--- src/rtl/tmc_pkg.sv ---
package tmc_pkg;

  typedef enum logic [3:0] {
    MD_STOP     = 4'd0,
    MD_REWIND   = 4'd1,
    MD_FFWD     = 4'd2,
    MD_CUE_FWD  = 4'd3,
    MD_CUE_REV  = 4'd4,
    MD_PAUSE    = 4'd5,
    MD_PLAY     = 4'd6,
    MD_REC_STBY = 4'd7,
    MD_RECORD   = 4'd8
  } xport_mode_e;

  // Modes in which audio may be heard once the settling delay has expired.
  function automatic logic mode_unmutes(input logic [3:0] m);
    return (m == MD_PLAY) || (m == MD_REC_STBY) || (m == MD_RECORD);
  endfunction

  function automatic logic mode_records(input logic [3:0] m);
    return m == MD_RECORD;
  endfunction

endpackage

--- src/rtl/tmc_tick.sv ---
module tmc_tick #(
  parameter int TICK_DIV = 125000
) (
  input  logic clk,
  input  logic rst_n,
  output logic tick_o
);

  generate
    if (TICK_DIV <= 1) begin : g_pass
      assign tick_o = 1'b1;
    end else begin : g_div
      localparam int CW = $clog2(TICK_DIV);
      localparam logic [CW-1:0] TOP = CW'(TICK_DIV - 1);

      logic [CW-1:0] cnt_q, cnt_d;

      always_comb begin
        if (cnt_q == TOP) cnt_d = '0;
        else              cnt_d = cnt_q + 1'b1;
      end

      always_ff @(posedge clk or negedge rst_n) begin
        if (!rst_n) cnt_q <= '0;
        else        cnt_q <= cnt_d;
      end

      assign tick_o = (cnt_q == TOP);


      tick_range_chk: assert property (@(posedge clk) disable iff (!rst_n)
        cnt_q <= TOP);
    end
  endgenerate

endmodule

--- src/rtl/tmc_unmute_timer.sv ---
module tmc_unmute_timer #(
  parameter int UNMUTE_TICKS = 200
) (
  input  logic clk,
  input  logic rst_n,
  input  logic tick_i,
  input  logic open_req_i,
  output logic settled_o
);

  localparam int DW = $clog2(UNMUTE_TICKS + 1);
  localparam logic [DW-1:0] LAST = DW'(UNMUTE_TICKS);

  logic [DW-1:0] cnt_q, cnt_d;

  always_comb begin
    cnt_d = cnt_q;
    if (!open_req_i)                      cnt_d = '0;
    else if (tick_i && (cnt_q != LAST))   cnt_d = cnt_q + 1'b1;
  end

  always_ff @(posedge clk or negedge rst_n) begin
    if (!rst_n) cnt_q <= '0;
    else        cnt_q <= cnt_d;
  end

  assign settled_o = open_req_i && (cnt_q == LAST);


  delay_bound_chk: assert property (@(posedge clk) disable iff (!rst_n)
    cnt_q <= LAST);


  delay_restart_chk: assert property (@(posedge clk) disable iff (!rst_n)
    !open_req_i |=> (cnt_q == '0));

endmodule

--- src/rtl/tmc_gap_timer.sv ---
module tmc_gap_timer #(
  parameter int GAP_TICKS = 4000
) (
  input  logic clk,
  input  logic rst_n,
  input  logic tick_i,
  input  logic arm_i,
  input  logic req_i,
  output logic clamp_o
);

  localparam int GW = (GAP_TICKS > 1) ? $clog2(GAP_TICKS) : 1;
  localparam logic [GW-1:0] LAST = GW'(GAP_TICKS - 1);

  logic [GW-1:0] cnt_q, cnt_d;
  logic          clamp_q, clamp_d;

  always_comb begin
    cnt_d   = cnt_q;
    clamp_d = clamp_q;
    if (!arm_i) begin
      cnt_d   = '0;
      clamp_d = 1'b0;
    end else if (!clamp_q) begin
      if (req_i) begin
        cnt_d   = '0;
        clamp_d = 1'b1;
      end
    end else if (tick_i) begin
      if (cnt_q == LAST) clamp_d = 1'b0;
      else               cnt_d   = cnt_q + 1'b1;
    end
  end

  always_ff @(posedge clk or negedge rst_n) begin
    if (!rst_n) begin
      cnt_q   <= '0;
      clamp_q <= 1'b0;
    end else begin
      cnt_q   <= cnt_d;
      clamp_q <= clamp_d;
    end
  end

  assign clamp_o = clamp_q;


  gap_bound_chk: assert property (@(posedge clk) disable iff (!rst_n)
    cnt_q <= LAST);


  gap_disarm_chk: assert property (@(posedge clk) disable iff (!rst_n)
    !arm_i |=> !clamp_q);


  gap_start_chk: assert property (@(posedge clk) disable iff (!rst_n)
    (arm_i && req_i && !clamp_q) |=> clamp_q);

endmodule

--- src/rtl/tmc_top.sv ---
module tmc_top
  import tmc_pkg::*;
#(
  parameter int TICK_DIV     = 125000,
  parameter int UNMUTE_TICKS = 200,
  parameter int GAP_TICKS    = 4000
) (
  input  logic       clk,
  input  logic       rst_n,
  input  logic [3:0] mode_i,
  input  logic       pwr_ok_i,
  input  logic       gap_req_i,
  output logic       mute_o,
  output logic       meter_mute_o,
  output logic       relay_o,
  output logic       clamp_o
);

  logic tick;
  logic open_req;
  logic settled;
  logic is_rec;

  logic mute_q,  mute_d;
  logic meter_q, meter_d;
  logic relay_q, relay_d;

  assign open_req = mode_unmutes(mode_i) && pwr_ok_i;
  assign is_rec   = mode_records(mode_i);

  tmc_tick #(
    .TICK_DIV (TICK_DIV)
  ) u_tick (
    .clk    (clk),
    .rst_n  (rst_n),
    .tick_o (tick)
  );

  tmc_unmute_timer #(
    .UNMUTE_TICKS (UNMUTE_TICKS)
  ) u_unmute (
    .clk        (clk),
    .rst_n      (rst_n),
    .tick_i     (tick),
    .open_req_i (open_req),
    .settled_o  (settled)
  );

  tmc_gap_timer #(
    .GAP_TICKS (GAP_TICKS)
  ) u_gap (
    .clk     (clk),
    .rst_n   (rst_n),
    .tick_i  (tick),
    .arm_i   (is_rec),
    .req_i   (gap_req_i),
    .clamp_o (clamp_o)
  );

  always_comb begin
    mute_d  = !settled;
    meter_d = !settled;
    relay_d = settled && !is_rec;
  end

  always_ff @(posedge clk or negedge rst_n) begin
    if (!rst_n) begin
      mute_q  <= 1'b1;
      meter_q <= 1'b1;
      relay_q <= 1'b0;
    end else begin
      mute_q  <= mute_d;
      meter_q <= meter_d;
      relay_q <= relay_d;
    end
  end

  assign mute_o       = mute_q;
  assign meter_mute_o = meter_q;
  assign relay_o      = relay_q;


  mute_mode_chk: assert property (@(posedge clk) disable iff (!rst_n)
    !mode_unmutes(mode_i) |=> mute_o);


  pwr_mute_chk: assert property (@(posedge clk) disable iff (!rst_n)
    !pwr_ok_i |=> mute_o);


  release_mode_chk: assert property (@(posedge clk) disable iff (!rst_n)
    $fell(mute_o) |-> $past(open_req));


  relay_rec_chk: assert property (@(posedge clk) disable iff (!rst_n)
    is_rec |=> !relay_o);


  relay_mute_chk: assert property (@(posedge clk) disable iff (!rst_n)
    relay_o |-> !mute_o);


  meter_track_chk: assert property (@(posedge clk) disable iff (!rst_n)
    meter_mute_o == mute_o);

endmodule

--- config.mk ---
export PLATFORM = sky130hd
export DESIGN_NAME = tmc_top
export DESIGN_NICKNAME = d
export VERILOG_FILES = /design/src/rtl/tmc_pkg.sv /design/src/rtl/tmc_tick.sv /design/src/rtl/tmc_unmute_timer.sv /design/src/rtl/tmc_gap_timer.sv /design/src/rtl/tmc_top.sv
export SDC_FILE = /design/constraint.sdc
export NUM_CORES = 1
export LEC_CHECK = 0
export CAP_MARGIN = 25
export CELL_PAD_IN_SITES_DETAIL_PLACEMENT = 2
export CELL_PAD_IN_SITES_GLOBAL_PLACEMENT = 2
export CORE_UTILIZATION = 30
export CTS_BUF_LIST = sky130_fd_sc_hd__clkbuf_2 sky130_fd_sc_hd__clkbuf_4 sky130_fd_sc_hd__clkbuf_8
export DETAILED_ROUTE_END_ITERATION = 8
export DONT_BUFFER_PORTS = 1
export PLACE_DENSITY_LB_ADDON = 0.2
export SYNTH_ARGS = -nofsm -noshare
export SYNTH_HDL_FRONTEND = slang
export SYNTH_SLANG_ARGS = --single-unit
--- constraint.sdc ---
create_clock -name clk -period 2.5 [get_ports clk]
set_input_delay 0.5 -clock clk [delete_from_list [all_inputs] [get_ports clk]]
set_output_delay 0.5 -clock clk [all_outputs]
set_load 0.02 [all_outputs]
* Yosys cells after proc, flatten, opt, wreduce, memory -nomap -nowiden
Index checks and enable logic that the tools add are counted.
** Storage, ports and cells
- Register bits :: 40
- Input bits :: 8
- Logic and storage cells :: 42
** Operators by class
- $add $sub $neg :: 3
- Equality and inequality tests :: 11
- Mux-type cells :: 13
- Reduce and logical (&&, ||, !) cells :: 9
** Operators with widths (number)
- 12-bit two-way mux :: 5
- 17-bit by 1-bit adder with 17-bit output, second input constant :: 1
- 17-bit equality test, second input constant :: 1
- 17-bit two-way mux :: 1
- 8-bit two-way mux :: 2
- 12-bit by 1-bit adder with 12-bit output, second input constant :: 1
- 12-bit equality test, second input constant :: 1
- 8-bit by 1-bit adder with 8-bit output, second input constant :: 1
- 4-bit by 3-bit equality test with 1-bit output, second input constant :: 2
- 8-bit equality test, second input constant :: 1
- 8-bit inequality test, second input constant :: 1
- 3-bit inequality test, second input constant :: 2
- 1-bit two-way mux :: 5
- 4-bit equality test, second input constant :: 1
- 1-bit logical AND :: 4
- 3-bit by 2-bit inequality test with 1-bit output, second input constant :: 1
- 3-bit AND reduction :: 1
- 1-bit logical NOT :: 2
- 1-bit logical OR :: 2
- 2-bit inequality test, second input constant :: 1

* Longest topological paths before layout
- Depth in word-level cells :: 6
- Depth in mapped cells :: 8

* Cells and area by module
From an unflattened synthesis, not the netlist that was laid out.
** Unflattened totals
- Cell total of the unflattened synthesis :: 209
- Area total of the unflattened synthesis :: 2143.3 um^2
** By module, submodules not included
- tmc_tick :: instances 1, cells each 76, area each 833.3 um^2, seq. area each 425.4 um^2
- tmc_gap_timer :: instances 1, cells each 79, area each 759.5 um^2, seq. area each 325.3 um^2
- tmc_unmute_timer :: instances 1, cells each 46, area each 442.9 um^2, seq. area each 200.2 um^2
- tmc_top :: instances 1, cells each 8, area each 107.6 um^2, seq. area each 51.3 um^2

* Worst setup path after synthesis
OpenSTA, ideal clock, no wires.
- Path type :: reg-to-reg
- Start :: register u_tick.g_div.cnt_q[0]
- End :: register u_unmute.cnt_q[7]
- Setup time :: 81 ps
- Arrival time :: 1959 ps
- Setup slack :: 460 ps
- Cell stages (with the launch flop) :: 7
- Period minus slack after synthesis :: 2040 ps
- Path through :: dfrtp_1 ha_1 clkbuf_1 nand3_1 or3_4 or4_1 a21oi_1
** Between the ends
- Longest elaborated chain between the ends :: 3
** RTL lines
- start, declared :: RTL line tmc_tick.sv:16 : logic [CW-1:0] cnt_q, cnt_d;
- start signal, assigned :: RTL line tmc_tick.sv:25 : else cnt_q <= cnt_d;
- 17-bit equality test :: RTL line tmc_tick.sv:28 : assign tick_o = (cnt_q == TOP);
- 1-bit logical AND :: RTL line tmc_unmute_timer.sv:19 : else if (tick_i && (cnt_q != LAST)) cnt_d = cnt_q + 1'b1;
- 2-bit inequality test (no source line)
- end signal, assigned :: RTL line tmc_unmute_timer.sv:24 : else cnt_q <= cnt_d;
- end, declared :: RTL line tmc_unmute_timer.sv:14 : logic [DW-1:0] cnt_q, cnt_d;
Every way passes these cells.
A chain may end at the register's enable or synchronous reset.

* Worst setup path in the final report
- Start :: register u_tick.g_div.cnt_q[3]
- End :: register u_unmute.cnt_q[7]
The elaborated chain is that of the path after synthesis.

==> metrics.cfg <==
[logic_synthesis]
synth_ff_type = dfrtp_1
synth_cell_types = 43
synth-seq-cells = 40
syn_nets = 234
syn_area_um2 = 2122
async_reset_ff_share_pct = 100.0
synthCells = 222
synth_edf_count = 0
syn_avg_cell_area_um2 = 9.559
yosysSeqAreaShare_pct = 47.23
synth-warning-count = 0

[pwr]
power_frac_seq_pct = 53.4
combPwrFrac_pct = 2.0
switching_power_w = 0.0002511
ir_drop_mv = 0.1971
powerDensity_nw_per_um2 = 505.0
p_int_w = 0.0009608
leakagePower_nw = 0.9656
clkPwrFrac_pct = 44.5
swShare_pct = 20.72

[finish]
nFillCells = 771
ff_latch_area_um2 = 1002
final_cell_area_um2 = 2400
nets = 243
area_growth_pct = 13.09
antenna_cells = 0
final_common_cell = dfrtp_1
final_layout_size_suffix_gt1_share_pct = 11.64
multi_input_area_um2 = 1064
final_cell_mix = dfrtp_1 (39), nand2_1 (23), nor2_1 (19)

[route]
drt-initial-drc-count = 39
via_count = 1763
vias_per_cell = 5.375
wl_met3_um = 130
post-route-drc-count = 0
dr.max_layer_used = met4
drt_wl_total_um = 5337
ant_nets = 0
met2WireLength_um = 2650
wl_met1_um = 2511
first_pass_iters = 4
wl_per_cell_um = 16.27

[timing]
rsz0062_at_grt = false
max-slew-margin-rel_pct = 60.01
finalClockSkew_ns = 0.01046
setup-tns-final_ns = 0
slew_violations = 0
finalHoldViolCount = 0
fin_crit_sh_pct = 85.75
period_needed_ns = 2.144
max_freq_ghz = 0.4665
setup-violations-final = 0
worstMarginPinSlew_ns = 0.5943

[global_routing]
gr-total-overflow = 0
grt_max_degree = 40
grt_pass1_vias = 1850
grtUsageTotal_pct = 15.81
grt_antenna_before_repair = 0
grt_first_pass_wirelength_um = 9094

[setup_path]
cp_num_buf_inv = 0
slowest_delay_ns = 0.55
worstSetupPathType = flip-flop to flip-flop
critPathMaxFanout = 6
rrSetupSlack_ns = 0.36
cp.required_ns = 2.72
slowest_stage = or4b_1
worstPathCellList = or4b_1 -> or3_4 -> or4_1 -> a21oi_1
worstPathArrival_ns = 2.37
endpoint_kind = flip-flop
worstSetupStartpointType = flip-flop
cp_top_family = simple AND/OR/NAND/NOR gates

[placement]
globalplace.congestion = 0.7260
dpl_cell_area_um2 = 2268
port_buffers = 0
hpwl_um = 3901

[run]
drv_cap = 0

[cts]
h-tree-depth = 2
clock-root-buffer = clkbuf_8
cts-resized-gates = 0
clk_pin_slew_worst_paths_ns = 0.08
cts_tree = yes
numCtsBuffers = 5
clockBufferDepth = 2
clock_latency_ns = 0.29
cts_sinks = 40

[floorplanning]
die_y_um = 86.11
dieArea_um2 = 7414
die_w_um = 86.11
ioPinCount = 12
start_util_pct = 31.06
core_area_um2 = 6832
rows = 30

[hold_path]
hp-class = input port to asynchronous set/reset pin

[run_status]
status = complete, no violations

[per-stage QoR]
| step | cells | hold WS, ns | util (%) | setup slack [ns] | power, W |
|---|---|---|---|---|---|
| floorplan | 222 | 0.2044 | - | 0.4600 | 0.0006660 |
| global placement | 319 | 0.2053 | 33.21 | 0.4210 | 0.0006694 |
| detailed placement | 319 | 0.2054 | 33.21 | 0.3677 | 0.0006695 |
| CTS | 328 | 0.02483 | 35.13 | 0.3560 | 0.001240 |
| global route | 328 | 0.01696 | 35.13 | 0.2949 | 0.001263 |
| finish | 328 | 0.03276 | 35.13 | 0.3562 | 0.001212 |
[worst reg2reg max path, delay by kind of cell, from the launching register on]
kind | cells | cell delay [ns]
simple gates | 3 | 1.48
flops | 1 | 0.45
compound gates | 1 | 0.15
[per-layer routing]
metal / up-vias / GRT usage, %
met2: 23 / 27.63
met4: 0 / 4.394
met5: - / 0
met3: 4 / 3.272
li1: 832 / -
met1: 904 / 19.65
[flip-flops by register name (all words and copies together), names as in the netlist]
name,cells
mute_o,1
u_unmute.cnt_q,8
u_gap.clamp_o,1
relay_o,1
u_tick.g_div.cnt_q,17
u_gap.cnt_q,12
[synthesized netlist by cell type, drive strengths merged, types with 2 or more instances]
| cell | instances | area, um^2 |
|---|---|---|
| and3 | 5 | 31.28 |
| a22oi | 2 | 15.01 |
| or3 | 2 | 17.52 |
| nor2 | 19 | 71.32 |
| nand2 | 23 | 86.33 |
| inv | 8 | 30.03 |
| clkbuf | 5 | 18.77 |
| nor4 | 5 | 31.28 |
| nand2b | 2 | 12.51 |
| o21ai | 6 | 30.02 |
| xor2 | 10 | 87.58 |
| nand3b | 2 | 15.01 |
| or4 | 4 | 30.03 |
| dfrtp | 39 | 975.9 |
| a31o | 2 | 17.52 |
| a21oi | 5 | 25.02 |
| nand4 | 12 | 75.07 |
| ha | 4 | 50.05 |
| or2 | 2 | 12.51 |
| xnor2 | 7 | 61.31 |
| nor3 | 6 | 30.03 |
| and4 | 2 | 17.52 |
| and2 | 5 | 31.28 |
| o41ai | 3 | 26.28 |
| mux2i | 2 | 20.02 |
| o31ai | 2 | 15.01 |
| o211ai | 6 | 45.04 |
| nand3 | 18 | 90.09 |
| nor4b | 3 | 38.79 |
| o311ai | 2 | 17.52 |
[final timing paths]
check,startpoint,endpoint,cells after the start
min reg2reg,u_tick.g_div.cnt_q[15],u_tick.g_div.cnt_q[15],1
max reg2reg,u_tick.g_div.cnt_q[3],u_unmute.cnt_q[7],4
min in group clk,gap_req_i,u_gap.clamp_o,2
min,rst_n,u_unmute.cnt_q[1],1
max,u_tick.g_div.cnt_q[3],u_unmute.cnt_q[7],4
max in group asynchronous,rst_n,u_tick.g_div.cnt_q[14],1
[cells by family after synthesis]
family | after synthesis | share of synthesized area, %
flip-flops | 40 | 47.23
XOR/XNOR | 17 | 7.016
AND/OR/NAND/NOR | 114 | 29.60
AO/OA/AOI/OAI | 31 | 10.20
multiplexers | 2 | 0.9434
adder cells (fa/ha/maj) | 4 | 2.359
buffers and inverters | 14 | 2.654
[repair_timing]
| action | in CTS | in global routing |
|---|---|---|
| hold buffers | 1 | 0 |
| buffers inserted | 0 | 0 |
| hold endpoints to repair | 39 | 0 |
[area by class of cell]
class                      instances  area share [%]
multi-input combinational        168           44.32
clock buffer                       6           3.180
inverter                           8           1.251
tap                               96           5.005
clock inverter                     2           1.460
sequential                        40           41.76
timing repair buffer               8           3.024
[power by group through the flow]
stage          clock network (W)   logic (W)  registers (W)
2_1_floorplan                  0  0.00000559       0.000660
3_3_place_gp                   0  0.00000902       0.000660
3_5_place_dp                   0  0.00000909       0.000660
4_1_cts                 0.000566   0.0000265       0.000647
5_1_grt                 0.000586   0.0000289       0.000648
6_report                0.000540   0.0000247       0.000647
Power figures use the tool's default switching activity.
